## src/rtl/fbs_pkg.sv

```systemverilog
package fbs_pkg;
    localparam int WORD_W        = 32;
    localparam int PIX_W         = 8;
    localparam int PIX_PER_WORD  = WORD_W / PIX_W;

    // Leftmost pixel sits in the most significant byte.
    function automatic logic [PIX_W-1:0] pick_pixel(input logic [WORD_W-1:0] w,
                                                    input logic [1:0] phase);
        logic [PIX_W-1:0] r;
        case (phase)
            2'd0:    r = w[31:24];
            2'd1:    r = w[23:16];
            2'd2:    r = w[15:8];
            default: r = w[7:0];
        endcase
        return r;
    endfunction
endpackage

```

## src/rtl/fbs_timing.sv

```systemverilog
module fbs_timing #(
    parameter int H_ACTIVE = 1280,
    parameter int H_FP     = 32,
    parameter int H_SYNC   = 128,
    parameter int H_BP     = 240,
    parameter int V_ACTIVE = 1024,
    parameter int V_FP     = 3,
    parameter int V_SYNC   = 3,
    parameter int V_BP     = 33,
    parameter int HW       = 11,
    parameter int VW       = 11
) (
    input  logic          clk,
    input  logic          rst,
    output logic [HW-1:0] h_o,
    output logic          active_o,
    output logic          hsync_o,
    output logic          vsync_o,
    output logic          line_first_o,
    output logic          frame_first_o,
    output logic          frame_last_o,
    output logic          vblank_o
);
    localparam int H_TOTAL = H_ACTIVE + H_FP + H_SYNC + H_BP;
    localparam int V_TOTAL = V_ACTIVE + V_FP + V_SYNC + V_BP;
    localparam logic [HW-1:0] H_LAST  = HW'(H_TOTAL - 1);
    localparam logic [VW-1:0] V_LAST  = VW'(V_TOTAL - 1);
    localparam logic [HW-1:0] H_VIS   = HW'(H_ACTIVE);
    localparam logic [VW-1:0] V_VIS   = VW'(V_ACTIVE);
    localparam logic [HW-1:0] HS_BEG  = HW'(H_ACTIVE + H_FP);
    localparam logic [HW-1:0] HS_END  = HW'(H_ACTIVE + H_FP + H_SYNC);
    localparam logic [VW-1:0] VS_BEG  = VW'(V_ACTIVE + V_FP);
    localparam logic [VW-1:0] VS_END  = VW'(V_ACTIVE + V_FP + V_SYNC);

    typedef struct packed {
        logic [HW-1:0] h;
        logic [VW-1:0] v;
    } tim_t;

    tim_t cur_q, nxt_d;

    always_comb begin
        nxt_d = cur_q;
        if (cur_q.h == H_LAST) begin
            nxt_d.h = '0;
            nxt_d.v = (cur_q.v == V_LAST) ? '0 : cur_q.v + 1'b1;
        end else begin
            nxt_d.h = cur_q.h + 1'b1;
        end
    end

    always_ff @(posedge clk) begin
        if (rst) cur_q <= '0;
        else     cur_q <= nxt_d;
    end

    assign h_o           = cur_q.h;
    assign active_o      = (cur_q.h < H_VIS) && (cur_q.v < V_VIS);
    assign hsync_o       = (cur_q.h >= HS_BEG) && (cur_q.h < HS_END);
    assign vsync_o       = (cur_q.v >= VS_BEG) && (cur_q.v < VS_END);
    assign line_first_o  = (cur_q.h == '0);
    assign frame_first_o = (cur_q.h == '0) && (cur_q.v == '0);
    assign frame_last_o  = (cur_q.h == H_LAST) && (cur_q.v == V_LAST);
    assign vblank_o      = (cur_q.v >= V_VIS);

    assert_hcount_bound_R1: assert property (@(posedge clk) disable iff (rst)
        cur_q.h <= H_LAST);
    assert_vcount_step_R2: assert property (@(posedge clk) disable iff (rst)
        (cur_q.h == H_LAST && cur_q.v != V_LAST) |=> (cur_q.v == $past(cur_q.v) + 1'b1));
endmodule

```

## src/rtl/fbs_fifo.sv

```systemverilog
module fbs_fifo #(
    parameter int DEPTH = 8,
    parameter int W     = 32,
    parameter int CW    = 4
) (
    input  logic          clk,
    input  logic          rst,
    input  logic          push_i,
    input  logic [W-1:0]  din_i,
    input  logic          pop_i,
    output logic [W-1:0]  head_o,
    output logic [CW-1:0] count_o
);
    localparam int AW = (DEPTH > 1) ? $clog2(DEPTH) : 1;
    localparam logic [CW-1:0] FULL = CW'(DEPTH);

    typedef struct packed {
        logic [AW-1:0] wp;
        logic [AW-1:0] rp;
        logic [CW-1:0] cnt;
    } ptr_t;

    ptr_t st_q, st_d;
    logic [W-1:0] mem_q [DEPTH];

    always_comb begin
        st_d = st_q;
        if (push_i) st_d.wp = (st_q.wp == AW'(DEPTH - 1)) ? '0 : st_q.wp + 1'b1;
        if (pop_i)  st_d.rp = (st_q.rp == AW'(DEPTH - 1)) ? '0 : st_q.rp + 1'b1;
        case ({push_i, pop_i})
            2'b10:   st_d.cnt = st_q.cnt + 1'b1;
            2'b01:   st_d.cnt = st_q.cnt - 1'b1;
            default: st_d.cnt = st_q.cnt;
        endcase
    end

    always_ff @(posedge clk) begin
        if (rst) st_q <= '0;
        else     st_q <= st_d;
    end

    always_ff @(posedge clk) begin
        if (push_i) mem_q[st_q.wp] <= din_i;
    end

    assign head_o  = mem_q[st_q.rp];
    assign count_o = st_q.cnt;

    assert_no_overflow_R10: assert property (@(posedge clk) disable iff (rst)
        (push_i && !pop_i) |-> (st_q.cnt < FULL));
    assert_no_underflow_R10: assert property (@(posedge clk) disable iff (rst)
        pop_i |-> (st_q.cnt != '0));
endmodule

```

## src/rtl/fbs_fetch.sv

```systemverilog
module fbs_fetch #(
    parameter int ADDR_W      = 20,
    parameter int WORDS_LINE  = 320,
    parameter int PITCH_WORDS = 512,
    parameter int LINES       = 1024,
    parameter int DEPTH       = 8,
    parameter int CW          = 4
) (
    input  logic              clk,
    input  logic              rst,
    input  logic              vblank_i,
    input  logic [CW-1:0]     fifo_cnt_i,
    input  logic              rd_valid_i,
    output logic              rd_req_o,
    output logic [ADDR_W-1:0] rd_addr_o
);
    localparam int WLW = (WORDS_LINE > 1) ? $clog2(WORDS_LINE) : 1;
    localparam int LNW = (LINES > 1) ? $clog2(LINES) : 1;
    localparam logic [WLW-1:0]    WORD_LAST = WLW'(WORDS_LINE - 1);
    localparam logic [LNW-1:0]    LINE_LAST = LNW'(LINES - 1);
    localparam logic [ADDR_W-1:0] SKIP      = ADDR_W'(PITCH_WORDS - WORDS_LINE + 1);
    localparam logic [CW:0]       CAP       = (CW+1)'(DEPTH);

    typedef struct packed {
        logic [ADDR_W-1:0] addr;
        logic [WLW-1:0]    word;
        logic [LNW-1:0]    line;
        logic [CW-1:0]     inflight;
        logic              done;
    } fetch_t;

    fetch_t st_q, st_d;
    logic   issue, restart;
    logic [CW:0] used;

    always_comb begin
        used    = {1'b0, fifo_cnt_i} + {1'b0, st_q.inflight};
        issue   = !st_q.done && (used < CAP);
        restart = st_q.done && vblank_i && (fifo_cnt_i == '0) && (st_q.inflight == '0);
        st_d    = st_q;

        case ({issue, rd_valid_i})
            2'b10:   st_d.inflight = st_q.inflight + 1'b1;
            2'b01:   st_d.inflight = st_q.inflight - 1'b1;
            default: st_d.inflight = st_q.inflight;
        endcase

        if (restart) begin
            st_d.addr = '0;
            st_d.word = '0;
            st_d.line = '0;
            st_d.done = 1'b0;
        end else if (issue) begin
            if (st_q.word == WORD_LAST) begin
                st_d.word = '0;
                st_d.addr = st_q.addr + SKIP;
                if (st_q.line == LINE_LAST) begin
                    st_d.line = '0;
                    st_d.done = 1'b1;
                end else begin
                    st_d.line = st_q.line + 1'b1;
                end
            end else begin
                st_d.word = st_q.word + 1'b1;
                st_d.addr = st_q.addr + 1'b1;
            end
        end
    end

    always_ff @(posedge clk) begin
        if (rst) begin
            st_q      <= '0;
            st_q.done <= 1'b1;
        end else begin
            st_q <= st_d;
        end
    end

    assign rd_req_o  = issue;
    assign rd_addr_o = st_q.addr;

    assert_credit_bound_R10: assert property (@(posedge clk) disable iff (rst)
        ({1'b0, fifo_cnt_i} + {1'b0, st_q.inflight}) <= CAP);
    assert_rewind_to_zero_R9: assert property (@(posedge clk) disable iff (rst)
        restart |=> (rd_addr_o == '0));
    assert_no_return_unasked_R10: assert property (@(posedge clk) disable iff (rst)
        rd_valid_i |-> (st_q.inflight != '0));
endmodule

```

## src/rtl/fb_scanout.sv

```systemverilog
module fb_scanout #(
    parameter int ADDR_W      = 20,
    parameter int H_ACTIVE    = 1280,
    parameter int H_FP        = 32,
    parameter int H_SYNC      = 128,
    parameter int H_BP        = 240,
    parameter int V_ACTIVE    = 1024,
    parameter int V_FP        = 3,
    parameter int V_SYNC      = 3,
    parameter int V_BP        = 33,
    parameter int PITCH_WORDS = 512,
    parameter int FIFO_DEPTH  = 8
) (
    input  logic              clk,
    input  logic              rst,
    output logic              rd_req_o,
    output logic [ADDR_W-1:0] rd_addr_o,
    input  logic [31:0]       rd_data_i,
    input  logic              rd_valid_i,
    output logic [7:0]        pix_o,
    output logic              de_o,
    output logic              hsync_o,
    output logic              vsync_o,
    output logic              line_start_o,
    output logic              frame_start_o
);
    import fbs_pkg::*;

    localparam int H_TOTAL    = H_ACTIVE + H_FP + H_SYNC + H_BP;
    localparam int V_TOTAL    = V_ACTIVE + V_FP + V_SYNC + V_BP;
    localparam int HW         = $clog2(H_TOTAL);
    localparam int VW         = $clog2(V_TOTAL);
    localparam int WORDS_LINE = H_ACTIVE / PIX_PER_WORD;
    localparam int CW         = $clog2(FIFO_DEPTH + 1);

    typedef struct packed {
        logic [PIX_W-1:0]  pix;
        logic              de;
        logic              hs;
        logic              vs;
        logic              ls;
        logic              fs;
        logic [WORD_W-1:0] word;
        logic              primed;
    } out_t;

    out_t o_q, o_d;

    logic [HW-1:0]     h;
    logic              active, hs_raw, vs_raw, lfirst, ffirst, flast, vblank;
    logic              pop;
    logic [WORD_W-1:0] head;
    logic [CW-1:0]     fifo_cnt;

    fbs_timing #(
        .H_ACTIVE(H_ACTIVE), .H_FP(H_FP), .H_SYNC(H_SYNC), .H_BP(H_BP),
        .V_ACTIVE(V_ACTIVE), .V_FP(V_FP), .V_SYNC(V_SYNC), .V_BP(V_BP),
        .HW(HW), .VW(VW)
    ) u_timing (
        .clk(clk), .rst(rst), .h_o(h), .active_o(active),
        .hsync_o(hs_raw), .vsync_o(vs_raw), .line_first_o(lfirst),
        .frame_first_o(ffirst), .frame_last_o(flast), .vblank_o(vblank)
    );

    fbs_fetch #(
        .ADDR_W(ADDR_W), .WORDS_LINE(WORDS_LINE), .PITCH_WORDS(PITCH_WORDS),
        .LINES(V_ACTIVE), .DEPTH(FIFO_DEPTH), .CW(CW)
    ) u_fetch (
        .clk(clk), .rst(rst), .vblank_i(vblank), .fifo_cnt_i(fifo_cnt),
        .rd_valid_i(rd_valid_i), .rd_req_o(rd_req_o), .rd_addr_o(rd_addr_o)
    );

    fbs_fifo #(.DEPTH(FIFO_DEPTH), .W(WORD_W), .CW(CW)) u_fifo (
        .clk(clk), .rst(rst), .push_i(rd_valid_i), .din_i(rd_data_i),
        .pop_i(pop), .head_o(head), .count_o(fifo_cnt)
    );

    always_comb begin
        pop = o_q.primed && active && (h[1:0] == 2'd0);
        o_d = o_q;
        o_d.hs = hs_raw;
        o_d.vs = vs_raw;
        o_d.ls = lfirst;
        o_d.fs = ffirst;
        o_d.de = active && o_q.primed;
        if (pop)       o_d.word = head;
        if (pop)       o_d.pix  = pick_pixel(head, 2'd0);
        else if (o_d.de) o_d.pix = pick_pixel(o_q.word, h[1:0]);
        else           o_d.pix  = '0;
        if (flast) o_d.primed = 1'b1;
    end

    always_ff @(posedge clk) begin
        if (rst) o_q <= '0;
        else     o_q <= o_d;
    end

    assign pix_o         = o_q.pix;
    assign de_o          = o_q.de;
    assign hsync_o       = o_q.hs;
    assign vsync_o       = o_q.vs;
    assign line_start_o  = o_q.ls;
    assign frame_start_o = o_q.fs;

    assert_blank_index_zero_R7: assert property (@(posedge clk) disable iff (rst)
        !de_o |-> (pix_o == '0));
    assert_frame_with_line_R2: assert property (@(posedge clk) disable iff (rst)
        frame_start_o |-> line_start_o);
    assert_de_not_in_sync_R3: assert property (@(posedge clk) disable iff (rst)
        hsync_o |-> !de_o);
    assert_reset_quiet_R8: assert property (@(posedge clk)
        $past(rst) |-> (!de_o && pix_o == '0));
endmodule

```

## config.mk

```make
export PLATFORM = sky130hd
export DESIGN_NAME = fb_scanout
export DESIGN_NICKNAME = d
export VERILOG_FILES = /design/src/rtl/fbs_pkg.sv /design/src/rtl/fbs_timing.sv /design/src/rtl/fbs_fifo.sv /design/src/rtl/fbs_fetch.sv /design/src/rtl/fb_scanout.sv
export SDC_FILE = /design/constraint.sdc
export NUM_CORES = 1
export LEC_CHECK = 0
export BUFFER_PORTS_ARGS = -buffer_cell sky130_fd_sc_hd__buf_4
export CORE_UTILIZATION = 55
export CTS_CLUSTER_SIZE = 25
export DETAILED_ROUTE_END_ITERATION = 8
export GPL_TIMING_DRIVEN = 0
export PLACE_DENSITY = 0.75
export SLEW_MARGIN = 10
export SYNTH_ARGS = -nofsm -noshare
export SYNTH_HDL_FRONTEND = slang
export SYNTH_SLANG_ARGS = --single-unit
```

## constraint.sdc

```tcl
create_clock -name clk -period 3.95 [get_ports clk]
set_input_delay 0.9875 -clock clk [delete_from_list [all_inputs] [get_ports clk]]
set_output_delay 0.9875 -clock clk [all_outputs]
set_load 0.03 [all_outputs]
```

==> results.ini, run 1 <==
[yosys]
synth_flop_cell=edfxtp_1
yosysTopAreaCellShare_pct=49.4
synthesis.area_mm2=0.0155
synth-warning-count=0
syn-instance-count=1057
synth_edf_count=256
syn_avg_cell_area_um2=14.7
synth_top_area_cell=edfxtp_1
ys_top_cells_by_count=edfxtp_1 (256), dfxtp_1 (125), nor2_1 (73)
ys_top_cells_by_area=edfxtp_1 (49%), dfxtp_1 (16%), mux4_2 (9.3%)
netlist-cell-type-count=54
synth_nets=1117
async_reset_ff_share_pct=0
yosysMostFrequentCell=edfxtp_1
ys_ff_latch=381
seq_area_frac_synth_pct=65.5

[global_routing]
overflow=0
groute.usage.overall_pct=23.2
grt_first_pass_wirelength_um=51100
grt_max_degree=24
first_global_vias=9223
antenna_found_initial=0

[worst_hold_path]
holdPathStages=1
hold_class=flop to flop

[route]
routed_wl_um=32500
wl_met2_um=16200
drt_first_pass_iters=5
wl_met1_um=13900
ant_nets=0
drt_iter0_markers=806
via_count=9406
drc=0
highest_layer=met4
vias_per_cell=5.92
wl_met3_um=1590
wl_per_cell_um=20.4

[pwr]
switching_share_pct=20.5
comb_power_share_pct=3.4
p_clk_share_pct=45.0
ir_drop_mv=0.391
power_frac_seq_pct=51.6
p_switching_mw=1.74
powerDensity_mw_per_mm2=465
leakagePower_nw=6.15
intPower_mw=6.71

[cts]
clock_insertion_delay_worst_skew_ns=0.54
htreeDepth=2
cts_root_buf=clkbuf_16
cts_buffer_depth=3
cts_tree=built
clkSlewWorstSetupHoldPaths_ns=0.06
cts_setup_buffers=0
numCtsBuffers=40
clock_sinks=381

[sta]
finalHoldViolCount=0
relSlewSlack_pct=23.5
finalMaxSlewViolations=0
fin_crit_sh_pct=96.5
min_period_ns=3.81
final.setup.worst_slack_ns=0.140
hold_slack_ns=0.456
rsz0062_at_grt=false
worstMarginPinSlew_ns=1.14
fin_setup_tns_ns=0
fmax_mhz=262
fin_worst_skew_ns=0.0162
setup_violations=0

[critical_path]
crit_cells=7
cpPeakStageDelay_ns=0.58
crit_arrival_ns=2.82
required_ns=2.96
critPathTopFamily=buffers and inverters
startpoint_type=flop
reg2regPathDepth=12
path_common_cell=buf_2
cp_max_fo=10
crit_slowest_cell=o21ai_1
path_cells=ha_1 -> a31oi_2 -> o21ai_1 -> buf_2 -> inv_1 -> buf_2 -> buf_4
path_buf_inv=4
path_class=flop to primary output
endpoint_kind=primary output

[job]
drv_cap=0

[finish]
nets=1241
fin_cells=1590
area_growth_pct=16.9
final_util_pct=65.4
antenna_cells=0
layout-drive-gt1-share_pct=21.9

[floorplanning]
die_x_um=170
ios=69
dieArea_mm2=0.0289
rows=61
start_util_pct=56.0
die-height_um=170
coreArea_mm2=0.0278

[placement]
dp_hpwl_um=21600
port_buffers=67
dp.cells=1517
gp_congestion=0.845
dp_slack_ns=0.523

[status]
outcome=finished clean

==> per-layer routing <==
metal  track usage, %  vias to the layer above
met5                0                        -
met4             7.25                        0
met3             3.33                       57
met2             39.9                      264
met1             30.5                     4705
li1                 -                     4380
==> cells in the final DEF (no fill, tap or decap), types with 34 or more instances in the layout <==
master       n
dfxtp_1    125
nand3_1     35
mux2i_1     36
a21oi_1     42
nor2_1      67
buf_4       97
clkbuf_16   40
a211oi_1    34
edfxtp_1   256
clkbuf_1    41
mux4_2      64
nand2_1     36
==> state kept, by name, summed over array words and instances, names as in the netlist, named ones only <==
name,count
hsync_o,1
u_fetch.st_q,24
u_fetch.rd_addr_o,20
u_fifo.mem_q,256
line_start_o,1
vsync_o,1
u_fifo.st_q,6
u_timing.cur_q,11
o_q,33
de_o,1
pix_o,8
u_fifo.count_o,4
frame_start_o,1
u_timing.h_o,11
==> cell type report <==
class | count | area [um^2]
plain buffers | 82 | 437
clock buffers | 51 | 1040
multi-input cells | 578 | 4920
fillers | 2004 | 9600
well taps | 378 | 473
clock inverters | 22 | 294
flip-flops and latches | 381 | 10200
inverters | 16 | 60.1
repair buffers | 82 | 759
==> stage by stage <==
stage               power (mW)  area (um^2)
global placement          4.70        16500
detailed placement        4.72        16800
finish                    8.45        18200
global route              8.69        18200
CTS                       8.50        18200
floorplan                 4.58        15500
==> worst paths after layout <==
path / slack (ns) / from / to
worst min register to register: 0.46 / o_q[27] / o_q[27]
worst max register to register: 0.45 / u_fifo.count_o[1] / u_fetch.st_q[3]
worst max-delay path: 0.14 / u_fifo.count_o[1] / rd_req_o
worst min-delay path: 0.46 / o_q[27] / o_q[27]
==> cell families (layout without fill, tap and decap cells) <==
logic type      after synthesis  count (layout)  synth area share, %
compound gates              170             170                 7.24
simple gates                254             254                 8.80
xor+xnor                     29              29                 1.63
flops                       381             381                 65.5
mux                         100             100                 11.6
fa+ha+maj                    25              25                 2.01
buf+inv                      98             253                 3.19
==> timing repair <==
action,in CTS,in global routing
setup endpoints to repair,0,1
gates resized for setup,0,1
hold buffers,0,0
==> power groups by stage <==
| stage | clock network [mW] | logic (mW) | registers, mW |
|---|---|---|---|
| after CTS | 3.86 | 0.288 | 4.35 |
| final | 3.80 | 0.287 | 4.36 |
| after global placement | 0 | 0.256 | 4.44 |
| after detailed placement | 0 | 0.285 | 4.44 |
| after global routing | 4.02 | 0.313 | 4.36 |
| after floorplan | 0 | 0.141 | 4.44 |
No activity file was read; power rests on OpenSTA's default activity.
==> run 2: changes to the inputs <==
--- a/config.mk
+++ b/config.mk
@@ -6,11 +6,11 @@
 export NUM_CORES = 1
 export LEC_CHECK = 0
 export BUFFER_PORTS_ARGS = -buffer_cell sky130_fd_sc_hd__buf_4
-export CORE_UTILIZATION = 55
+export CORE_UTILIZATION = 60
 export CTS_CLUSTER_SIZE = 25
 export DETAILED_ROUTE_END_ITERATION = 8
 export GPL_TIMING_DRIVEN = 0
-export PLACE_DENSITY = 0.75
+export PLACE_DENSITY = 0.78
 export SLEW_MARGIN = 10
 export SYNTH_ARGS = -nofsm -noshare
 export SYNTH_HDL_FRONTEND = slang
==> constraint.sdc (replaced) <==
create_clock -name clk -period 4.6 [get_ports clk]
set_input_delay 1.15 -clock clk [delete_from_list [all_inputs] [get_ports clk]]
set_output_delay 1.15 -clock clk [all_outputs]
set_load 0.03 [all_outputs]
==> run 2 against run 1 <==
  * First-iteration DRC count is 17% higher
  * Routed wire length rose by 5.5%
  * Total power shrank 16%
  * Final cell count down 3.2%
  * Critical endpoint unchanged
==> results.ini, run 2 (synthesis gave the netlist of run 1 again) <==
[cts]
cts_buffer_depth=3  ; unchanged
cts_tree=built
cts_resized=0  ; unchanged
cts_setup_buffers=0  ; unchanged
clock_insertion_delay_worst_skew_ns=0.54  ; about the same
clkSlewWorstSetupHoldPaths_ns=0.06  ; about the same
htreeDepth=2  ; unchanged
clock_sinks=381  ; unchanged
cts_root_buf=clkbuf_16
hold_buffers=0  ; unchanged
numCtsBuffers=39  ; -2.5%

[critical_path]
reg2regPathDepth=11  ; -1
critPathLaunch=u_fifo.count_o[1]
startpoint_type=flop
endpoint=rd_req_o
rrSetupSlack_ns=1.15  ; +0.70 ns
required_ns=3.45  ; +0.49 ns
endpoint_kind=primary output
path_common_cell=buf_2
crit_arrival_ns=2.81  ; about the same
cpPeakStageDelay_ns=0.49  ; -0.09 ns
crit_slowest_cell=dfxtp_1
path_cells=ha_1 -> a31oi_1 -> o21ai_1 -> buf_2 -> inv_1 -> buf_2 -> buf_4
reg2reg_to=u_fetch.rd_addr_o[19]
path_class=flop to primary output
rr_startpoint=u_fetch.st_q[15]
cp_max_fo=10  ; unchanged

[global_routing]
antenna_found_initial=0  ; unchanged
grt_first_pass_wirelength_um=53600  ; +4.9%
first_global_vias=9564  ; +3.7%
groute.usage.overall_pct=26.6  ; +3.4 points
overflow=0  ; unchanged
grt_max_degree=21  ; -13%

[worst_hold_path]
hold_start=o_q[31]
hold_class=flop to flop

[floorplanning]
dieArea_mm2=0.0266  ; -8.2%
start_util_pct=61.4  ; +5.4 points
rows=58  ; -4.9%
ios=69  ; unchanged
die-height_um=163  ; -4.2%
die_x_um=163  ; -4.2%
coreArea_mm2=0.0253  ; -8.8%

[placement]
gp_congestion=0.888  ; +5.1%
port_buffers=67  ; unchanged
dp_hpwl_um=21800  ; +1.0%

[job]
drv_cap=0  ; unchanged

[sta]
worstMarginPinSlew_ns=1.15  ; +0.00605 ns
fin_worst_skew_ns=0.0186  ; +0.00243 ns
fmax_mhz=252
finalMaxSlewViolations=0  ; unchanged
relSlewSlack_pct=23.1  ; -0.41 points
rsz0062_at_grt=false
fin_setup_tns_ns=0  ; unchanged
finalHoldViolCount=0  ; unchanged
setup_violations=0  ; unchanged
min_period_ns=3.96
fin_crit_sh_pct=86.2

[finish]
nets=1239  ; -0.16%
top_regs=u_fifo.mem_q x256, o_q x33, u_fetch.st_q x24
antenna_cells=0  ; unchanged
top_register=u_fifo.mem_q
layout_common_cells=edfxtp_1 (256), dfxtp_1 (125), buf_4 (98)
area_growth_pct=15.8
final_util_pct=71.1  ; +5.6 points
layout-drive-gt1-share_pct=22.3  ; +0.47 points
largest_reg_flops=256  ; unchanged
final_common_cell=edfxtp_1

[route]
routed_wl_um=34300  ; +5.5%
wl_per_cell_um=22.3  ; +9.0%
via_count=9562  ; +1.7%
ant_nets=0  ; unchanged
drt_first_pass_iters=6  ; +1
drt_iter0_markers=940  ; +17%
drc=0  ; unchanged
vias_per_cell=6.21  ; +5.0%

[pwr]
powerDensity_mw_per_mm2=393  ; -15%
leakagePower_nw=6.12  ; -0.55%
ir_drop_mv=0.394  ; +0.64%

[status]
outcome=finished clean

==> run 2: cell count changes in the layout (fill, tap and decap cells not counted), sizes merged <==
cell      delta
buf          -1
clkinvlp     +1
bufinv       -3
clkbuf       -6
clkinv       +5
inv          +1
==> run 2: worst min-delay path by stage <==
stage                     cells past startpoint  endpoint  slack, ns
after CTS                                     1   o_q[31]       0.46
after global placement                        1   o_q[32]       0.43
after floorplan                               1   o_q[25]       0.43
final                                         1   o_q[31]       0.46
after detailed placement                      1   o_q[27]       0.44
after global routing                          1   o_q[31]       0.47
==> run 2: critical path, delay by kind of cell, from the launching register on <==
family	cells	cell delay [ns]
DFF	1	0.49
buffers and inverters	4	0.80
AOI/OAI and AO/OA	2	0.68
adders and majority gates	1	0.30
==> run 2: area by class of cell <==
| class | instances | area, um^2 |
|---|---|---|
| inverters | 16 | 60.1 |
| repair buffers | 81 | 739 |
| flip-flops and latches | 381 | 10200 |
| well taps | 330 | 413 |
| clock buffers | 45 | 1010 |
| fillers | 1629 | 7320 |
| clock inverters | 26 | 238 |
| multi-input cells | 578 | 4920 |
| plain buffers | 82 | 437 |
==> run 2: through the flow <==
stage          cells  setup WS [ns]  hold WS, ns  power, mW  instance area (um^2)
6_report        1539          0.636        0.458       7.08                 18000
5_1_grt         1539          0.478        0.467       7.25                 18000
4_1_cts         1539          0.674        0.457       7.10                 18000
3_5_place_dp    1468           1.24        0.442       4.06                 16800
3_3_place_gp    1454          -1.84        0.433       4.03                 16500
2_1_floorplan   1057          0.688        0.425       3.93                 15500
==> run 2: power by group <==
part	internal, mW	switching (mW)	total [mW]	leakage (nW)
Sequential	3.71	0.0300	3.74	3.33
Clock	1.76	1.33	3.09	0.611
Combinational	0.0932	0.156	0.249	2.17
Total	5.57	1.51	7.08	6.12
==> run 2: per-layer routing <==
layer  share of wire, %  wire [um]  track usage, %  vias to the layer above
met2                 51      17500            45.7                      339
li1                   -          -               -                     4365
met1                 41      13900            35.5                     4799
met4                2.2        753            7.69                        0
met5                  0          0               0                        -
met3                6.3       2150            3.77                       59
==> run 3: changes to the inputs <==
--- a/config.mk
+++ b/config.mk
@@ -10,7 +10,7 @@
 export CTS_CLUSTER_SIZE = 25
 export DETAILED_ROUTE_END_ITERATION = 8
 export GPL_TIMING_DRIVEN = 0
-export PLACE_DENSITY = 0.78
+export PLACE_DENSITY = 0.87
 export SLEW_MARGIN = 10
 export SYNTH_ARGS = -nofsm -noshare
 export SYNTH_HDL_FRONTEND = slang
==> run 3 against run 2 <==
  * First-iteration DRC count rose by 22%
  * Sequential cell count did not move
  * Sequential power barely moved
  * Worst hold slack improved by 0.0071 ns
  * Maximum frequency fell by 0.98%
  * Utilization fell by 0.41 points
  * Clock skew fell by 0.0013 ns
  * Critical path depth did not move
  * Critical endpoint unchanged
  * Largest cell class unchanged
==> results.ini, run 3 (synthesis gave the netlist of run 1 again) <==
[status]
outcome=finished clean

[cts]
hold_buffers=0  ; unchanged
clock_sinks=381  ; unchanged
cts_setup_buffers=0  ; unchanged
cts_resized=0  ; unchanged
cts_tree=built
numCtsBuffers=39  ; unchanged
clkSlewWorstSetupHoldPaths_ns=0.06  ; about the same
clock_insertion_delay_worst_skew_ns=0.54  ; about the same
cts_root_buf=clkbuf_16
cts_buffer_depth=3  ; unchanged
htreeDepth=2  ; unchanged

[floorplanning]
start_util_pct=61.4  ; unchanged
rows=58  ; unchanged
ios=69  ; unchanged
coreArea_mm2=0.0253  ; unchanged
dieArea_mm2=0.0266  ; unchanged
die_x_um=163  ; unchanged
die-height_um=163  ; unchanged

[finish]
antenna_cells=0  ; unchanged
multi_input_area_mm2=0.00492  ; unchanged
nets=1239  ; unchanged
layout-drive-gt1-share_pct=21.2  ; -1.1 points
final_common_cell=edfxtp_1
area_growth_pct=15.1
largest_reg_flops=256  ; unchanged
fin_cells=1535  ; -0.26%
top_regs=u_fifo.mem_q x256, o_q x33, u_fetch.st_q x24
fillerInstances=1554  ; -4.6%
seqCellArea_mm2=0.0102  ; unchanged
top_register=u_fifo.mem_q
final_util_pct=70.7  ; -0.41 points
layout_common_cells=edfxtp_1 (256), dfxtp_1 (125), buf_4 (99)

[global_routing]
grtUsageMet1_pct=32.9  ; -2.6 points
grt_max_degree=25  ; +19%
groute.usage.overall_pct=26.2  ; -0.45 points
first_global_vias=9608  ; +0.46%
met2_usage_pct=45.2  ; -0.50 points
grtUsageMet3_pct=3.95  ; +0.18 points
grt_first_pass_wirelength_um=52300  ; -2.3%
busiest_layer=met2
antenna_found_initial=0  ; unchanged
overflow=0  ; unchanged

[sta]
setup_violations=0  ; unchanged
relSlewSlack_pct=13.6  ; -9.5 points
fmax_mhz=250  ; -0.98%
hold_slack_ns=0.465  ; +0.00713 ns
finalMaxSlewViolations=0  ; unchanged
min_period_ns=4.00  ; +0.0393 ns
worstMarginPinSlew_ns=1.29  ; +0.141 ns
fin_crit_sh_pct=87.0  ; +0.85 points
finalHoldViolCount=0  ; unchanged
rsz0062_at_grt=false
fin_worst_skew_ns=0.0173  ; -0.00131 ns

[route]
routed_wl_um=33800  ; -1.4%
ant_nets=0  ; unchanged
drc=0  ; unchanged
drt_iter0_markers=1149  ; +22%
drt_first_pass_iters=6  ; unchanged
wl_per_cell_um=22.0  ; -1.2%
via_count=9671  ; +1.1%
vias_per_cell=6.30  ; +1.4%

[pwr]
power_frac_seq_pct=54.3  ; +1.5 points
leakagePower_nw=6.06  ; -0.94%
intPower_mw=5.44  ; -2.3%
finalPower_mw=6.89  ; -2.7%
powerDensity_mw_per_mm2=385  ; -2.2%
ir_drop_mv=0.386  ; -2.0%
p_clk_share_pct=42.1  ; -1.6 points
comb_power_share_pct=3.5  ; about the same
p_switching_mw=1.45  ; -4.1%
switching_share_pct=21.1  ; -0.29 points

[placement]
gp_congestion=0.869  ; -2.2%
dp_hpwl_um=21900  ; +0.43%
dp.cells=1468  ; unchanged
port_buffers=67  ; unchanged

[worst_hold_path]
holdPathStages=1  ; unchanged
hold_class=flop to flop

[critical_path]
startpoint_type=flop
cp_max_fo=10  ; unchanged
required_ns=3.45  ; about the same
path_class=flop to primary output
crit_arrival_ns=2.85  ; +0.04 ns
endpoint_kind=primary output
reg2regPathDepth=11  ; unchanged

[job]
drv_cap=0  ; unchanged

run 3: per-stage QoR:
stage	setup slack (ns)	TNS [ns]	cell area, um^2
global route	0.434	0	17900
detailed placement	1.21	0	16700
finish	0.597	0	17900
floorplan	0.688	0	15500
global placement	-1.68	-103.29	16500
CTS	0.644	0	17900
run 3: area by class of cell:
type / instances / area share [%]
well taps: 330 / 2.31
plain buffers: 82 / 2.44
multi-input cells: 578 / 27.5
flip-flops and latches: 381 / 56.9
clock buffers: 51 / 5.71
repair buffers: 81 / 4.03
inverters: 16 / 0.336
clock inverters: 16 / 0.783
run 3: final timing paths:
check | from | endpoint | slack, ns
worst max register to register | u_fetch.st_q[15] | u_fetch.rd_addr_o[14] | 1.08
worst min-delay path | o_q[30] | o_q[30] | 0.47
worst max-delay path | u_fifo.count_o[1] | rd_req_o | 0.60
worst min register to register | o_q[30] | o_q[30] | 0.47
run 3: layer usage:
layer | wire length (um) | up-vias
met5 | 0 | -
met4 | 1230 | 0
met3 | 2180 | 88
met2 | 17200 | 438
met1 | 13200 | 4784
li1 | - | 4361
run 3: power groups by stage:
stage	Clock (mW)	Combinational [mW]	Sequential (mW)
floorplan	0	0.121	3.81
global placement	0	0.215	3.81
detailed placement	0	0.242	3.81
CTS	2.93	0.244	3.74
global route	3.07	0.263	3.75
finish	2.90	0.244	3.74
run 3: critical path, stage by stage, from the launching register on:
cell,delay [ns]
dfxtp_1,0.49
ha_1,0.30
a31oi_1,0.40
o21ai_1,0.31
buf_2,0.28
inv_1,0.08
buf_2,0.25
buf_4,0.21
